`src/rtl/cic_pkg.sv`:
```
package cic_pkg;

  // Register offsets on the 3-bit register bus
  typedef enum logic [2:0] {
    A_STAT = 3'd0,
    A_ENAB = 3'd1,
    A_MASK = 3'd2,
    A_TRIG = 3'd3,
    A_POL  = 3'd4,
    A_CRIT = 3'd5,
    A_TOP  = 3'd6,
    A_RSV  = 3'd7
  } reg_sel_e;

endpackage

```
`src/rtl/cic_front.sv`:
```
// Per-source input conditioning: synchronizer, polarity, edge/level select.
module cic_front #(
  parameter int NSRC        = 32,
  parameter int SYNC_STAGES = 2
) (
  input  logic            clk,
  input  logic            rst,
  input  logic [NSRC-1:0] src_in,
  input  logic [NSRC-1:0] trig,
  input  logic [NSRC-1:0] pol,
  output logic [NSRC-1:0] set_vec
);

  for (genvar i = 0; i < NSRC; i++) begin : g_src
    logic [SYNC_STAGES-1:0] sync_q;
    logic                   act;
    logic                   act_prev;

    always_ff @(posedge clk) begin
      if (rst) sync_q <= '0;
      else     sync_q <= {sync_q[SYNC_STAGES-2:0], src_in[i]};
    end

    // active when the synchronized level matches the polarity bit
    assign act = ~(sync_q[SYNC_STAGES-1] ^ pol[i]);

    always_ff @(posedge clk) begin
      if (rst) act_prev <= 1'b0;
      else     act_prev <= act;
    end

    assign set_vec[i] = trig[i] ? (act & ~act_prev) : act;
  end

endmodule

```
`src/rtl/cic_prio.sv`:
```
// Picks the lowest-numbered source; source n sits at bit NSRC-1-n.
module cic_prio #(
  parameter int NSRC = 32,
  localparam int IDW = $clog2(NSRC) + 1
) (
  input  logic [NSRC-1:0] req,
  output logic [IDW-1:0]  id
);

  always_comb begin
    id = IDW'(NSRC);
    // ascending scan: the highest bit found last wins
    for (int i = 0; i < NSRC; i++) begin
      if (req[i]) id = IDW'(NSRC - 1 - i);
    end
  end

endmodule

```
`src/rtl/cic_ctrl.sv`:
```
module cic_ctrl
  import cic_pkg::*;
#(
  parameter int NSRC        = 32,
  parameter int SYNC_STAGES = 2
) (
  input  logic                  clk,
  input  logic                  rst,
  input  logic [NSRC-1:0]       src_in,
  input  logic [2:0]            reg_addr,
  input  logic                  reg_we,
  input  logic [NSRC-1:0]       reg_wdata,
  output logic [NSRC-1:0]       reg_rdata,
  output logic                  crit_irq,
  output logic                  norm_irq,
  output logic [$clog2(NSRC):0] top_src
);

  localparam int IDW = $clog2(NSRC) + 1;

  logic [NSRC-1:0] stat_q, en_q, trig_q, pol_q, crit_q;
  logic [NSRC-1:0] set_vec, masked, clr_mask;
  logic [IDW-1:0]  enc_id;
  reg_sel_e        sel;

  assign sel = reg_sel_e'(reg_addr);

  // configuration registers
  always_ff @(posedge clk) begin
    if (rst) begin
      en_q   <= '0;
      trig_q <= '0;
      pol_q  <= '1;
      crit_q <= '0;
    end else if (reg_we) begin
      case (sel)
        A_ENAB:  en_q   <= reg_wdata;
        A_TRIG:  trig_q <= reg_wdata;
        A_POL:   pol_q  <= reg_wdata;
        A_CRIT:  crit_q <= reg_wdata;
        default: ;
      endcase
    end
  end

  cic_front #(
    .NSRC        (NSRC),
    .SYNC_STAGES (SYNC_STAGES)
  ) u_front (
    .clk     (clk),
    .rst     (rst),
    .src_in  (src_in),
    .trig    (trig_q),
    .pol     (pol_q),
    .set_vec (set_vec)
  );

  // status: write-one-to-clear, a new set in the same cycle wins
  assign clr_mask = (reg_we && sel == A_STAT) ? reg_wdata : '0;

  always_ff @(posedge clk) begin
    if (rst) stat_q <= '0;
    else     stat_q <= (stat_q & ~clr_mask) | set_vec;
  end

  assign masked = stat_q & en_q;

  cic_prio #(.NSRC(NSRC)) u_prio (
    .req (masked),
    .id  (enc_id)
  );

  // registered outputs
  always_ff @(posedge clk) begin
    if (rst) begin
      crit_irq <= 1'b0;
      norm_irq <= 1'b0;
      top_src  <= IDW'(NSRC);
    end else begin
      crit_irq <= |(masked & crit_q);
      norm_irq <= |(masked & ~crit_q);
      top_src  <= enc_id;
    end
  end

  // read mux
  always_comb begin
    case (sel)
      A_STAT:  reg_rdata = stat_q;
      A_ENAB:  reg_rdata = en_q;
      A_MASK:  reg_rdata = masked;
      A_TRIG:  reg_rdata = trig_q;
      A_POL:   reg_rdata = pol_q;
      A_CRIT:  reg_rdata = crit_q;
      A_TOP:   reg_rdata = NSRC'(enc_id);
      default: reg_rdata = '0;
    endcase
  end

endmodule

```
`config.mk`:
```
export PLATFORM = sky130hd
export DESIGN_NAME = cic_ctrl
export DESIGN_NICKNAME = d
export VERILOG_FILES = /design/src/rtl/cic_pkg.sv /design/src/rtl/cic_front.sv /design/src/rtl/cic_prio.sv /design/src/rtl/cic_ctrl.sv
export SDC_FILE = /design/constraint.sdc
export NUM_CORES = 1
export LEC_CHECK = 0
export ABC_CLOCK_PERIOD_IN_PS = 6450
export BUFFER_PORTS_ARGS = -buffer_cell sky130_fd_sc_hd__buf_4
export CORE_MARGIN = 2
export CORE_UTILIZATION = 33
export DETAILED_ROUTE_END_ITERATION = 16
export PLACE_DENSITY = 0.54
export SLEW_MARGIN = 10
export SYNTH_ARGS = -nofsm -noshare
export SYNTH_HDL_FRONTEND = slang
export SYNTH_HIERARCHICAL = 1
export SYNTH_SLANG_ARGS = --single-unit
```
`constraint.sdc`:
```
create_clock -name clk -period 6.45 [get_ports clk]
set_clock_uncertainty 0.05 [all_clocks]
set_input_delay 1.29 -clock clk [delete_from_list [all_inputs] [get_ports clk]]
set_output_delay 1.29 -clock clk [all_outputs]
set_load 0.01 [all_outputs]
```
==> results.json <==
{
  "fin_hold_ws_ns": 0.381,
  "drt-total-wl_um": 34400,
  "cts_buffer_depth": 3,
  "fillers": 3423,
  "rr_startpoint": "en_q[0]",
  "r2r_cells": 8,
  "max_stage_delay_ns": 0.63,
  "min_path_type": "reg -> reg",
  "crit_type": "in -> out",
  "n_antenna_cell": 0,
  "hold_violations": 0,
  "final_cell_mix": "nand2_1, dfxtp_1, a21oi_1",
  "cts.sinks": 264,
  "final_net_count": 1494,
  "numPortBuffers": 109,
  "ant_nets": 0,
  "dp_hpwl_um": 22700,
  "grt_max_degree": 91,
  "cts_resized": 0,
  "synth_edf_count": 0,
  "regArea_mm2": 0.00529,
  "h-tree-depth": 1,
  "fmax_mhz": 201,
  "row_count": 67,
  "max-vdd-ir-drop_v": 0.000179,
  "drc": 0,
  "crit_chain": "buf_4 -> buf_4 -> nor2b_1 -> a21o_1 -> a32oi_1 -> o22ai_1 -> buf_4",
  "powerDensity_mw_per_mm2": 290,
  "start_util_pct": 33.3,
  "synth_seq_cells": 264,
  "gp_congestion": 0.925,
  "first_iter_violations": 607,
  "layout_commonest_cell": "nand2_1",
  "die_area_mm2": 0.0350,
  "setup.worst_path.end_class": "output port",
  "setup-tns-final_ns": 0,
  "leakage_uw": 0.00525,
  "max-cap-violations": 0,
  "cts_setup_buffers": 0,
  "hold_buffers": 0,
  "worstSetupStartpointType": "primary input",
  "multi_input_area_mm2": 0.00519,
  "cp_common_cell": "buf_4",
  "syn_inst": 1349,
  "wire_per_inst_um": 18.2,
  "finalMaxSlewViolations": 0,
  "required_ns": 5.11,
  "synthesis.nets": 1419,
  "ys_seq_area_share_pct": 47.8,
  "status": "completed",
  "ys_async_sr_fraction_pct": 0,
  "grt_pass1_wl_um": 52900,
  "fin_crit_ns": 4.98,
  "die_height_um": 187,
  "setup_viol": 0,
  "hp-start": "u_front/g_src[2].sync_q[0]",
  "track_usage_pct": 19.2,
  "path_clk_slew_ns": 0.06,
  "grt-ovfl-total": 0,
  "whs_endpoint": "u_front/g_src[2].sync_q[1]",
  "worst_slew_pin_slew_ns": 1.16,
  "vias": 9586,
  "grt_pass1_vias": 9202,
  "ys.flop_type": "dfxtp_1",
  "vias_per_cell": 5.06,
  "maxSlewHeadroom_pct": 22.1,
  "cp_slowest_cell": "nor2b_1",
  "drive_above_1_share_pct": 12.9,
  "timing.rr.end": "top_src[0]",
  "core-area_mm2": 0.0333,
  "holdPathStages": 1,
  "synth_cell_type_count": 48,
  "cts_root_buf": "clkbuf_16",
  "synth_area_mm2": 0.0111,
  "cts_inserted_buffers": 29,
  "ios": 110,
  "antenna_found_initial": 0,
  "drtPass1Iterations": 5,
  "cp_max_fo": 40,
  "r2r_slack_ns": 3.95,
  "clkLatencyLatePin_ns": 0.55,
  "rsz0062_at_grt": "no",
  "syn2layout_area_growth_pct": 19.9,
  "cts_tree": "built",
  "avgSynthCellArea_um2": 8.20,
  "arrival_ns": 3.64,
  "min_period_over_period_pct": 77.2,
  "ys_warn_count": 6,
  "die_width_um": 187
}
==> state kept, by name, summed over array words and instances (netlist names) <==
register / cells
stat_q: 32
top_src: 6
crit_irq: 1
u_front/g_src.sync_q: 64
pol_q: 32
u_front/g_src.act_prev: 32
en_q: 32
crit_q: 32
norm_irq: 1
trig_q: 32
==> cell type report <==
type / instances / share of cell area [%]
clock buffer: 43 / 6.77
timing repair buffer: 124 / 7.04
clock inverter: 11 / 1.22
multi-input combinational: 941 / 39.1
sequential: 264 / 39.8
tap: 448 / 4.22
inverter: 64 / 1.81
==> through the flow <==
| step | instances | setup slack [ns] | area (um2) | power, uW | utilization, % |
|---|---|---|---|---|---|
| 2_1_floorplan | 1349 | 2.80 | 11100 | 1940 | - |
| 3_3_place_gp | 1841 | 1.54 | 12200 | 2080 | 36.7 |
| 3_5_place_dp | 1841 | 1.51 | 12200 | 2090 | 36.7 |
| 4_1_cts | 1895 | 1.51 | 13300 | 3890 | 39.9 |
| 5_1_grt | 1895 | 1.34 | 13300 | 3980 | 39.9 |
| 6_report | 1895 | 1.47 | 13300 | 3850 | 39.9 |
==> per-layer routing <==
layer,up-vias,global-route usage (%),share of wire (%)
li1,4706,-,-
met1,4557,25.2,45
met2,264,32.1,47
met3,59,2.91,5.8
met4,0,6.41,2.7
met5,-,0,0
==> critical path: cells and delay by family <==
family	cells	cell delay [ns]
AO/OA/AOI/OAI	3	0.50
buffers and inverters	3	1.17
AND/OR/NAND/NOR	1	0.63
==> worst max-delay path by stage <==
stage / startpoint / endpoint / slack (ns) / depth (start not counted)
floorplan: reg_addr[0] / reg_rdata[2] / 2.80 / 5
global placement: reg_addr[0] / reg_rdata[12] / 1.54 / 7
detailed placement: reg_addr[0] / reg_rdata[0] / 1.51 / 7
CTS: reg_addr[0] / reg_rdata[0] / 1.51 / 7
global route: reg_addr[0] / reg_rdata[0] / 1.34 / 7
finish: reg_addr[0] / reg_rdata[12] / 1.47 / 7
==> cells by family (layout without fill, tap and decap cells) <==
kind of cell	count (synthesis)	after routing	synth area share [%]
and+or+nand+nor	523	523	20.7
AOI/OAI and AO/OA	320	320	17.3
DFF	264	264	47.8
buffers and inverters	144	242	5.72
muxes	66	66	5.99
xor gates and xnor gates	32	32	2.53
==> cell usage after synthesis, types with 7 or more instances <==
cell / count / area share [%]
a21o_1: 7 / 0.47
a21oi_1: 178 / 8.0
a22oi_1: 37 / 2.5
a32oi_1: 8 / 0.63
buf_2: 32 / 1.4
buf_4: 8 / 0.54
clkbuf_1: 36 / 1.2
dfxtp_1: 264 / 48
inv_1: 64 / 2.2
mux2i_1: 64 / 5.8
nand2_1: 292 / 9.9
nor2_1: 111 / 3.8
nor2b_1: 74 / 4.2
nor3_1: 8 / 0.36
nor4_1: 13 / 0.73
o21ai_0: 23 / 1.0
o221ai_1: 23 / 1.8
o22ai_1: 22 / 1.2
xor2_1: 32 / 2.5
==> power by group <==
group	switching [uW]	total [uW]	internal, uW
Sequential	37.4	1730	1690
Combinational	191	320	129
Clock	679	1800	1120
Total	908	3850	2940
Note: power is estimated with default switching activity, not from simulation.
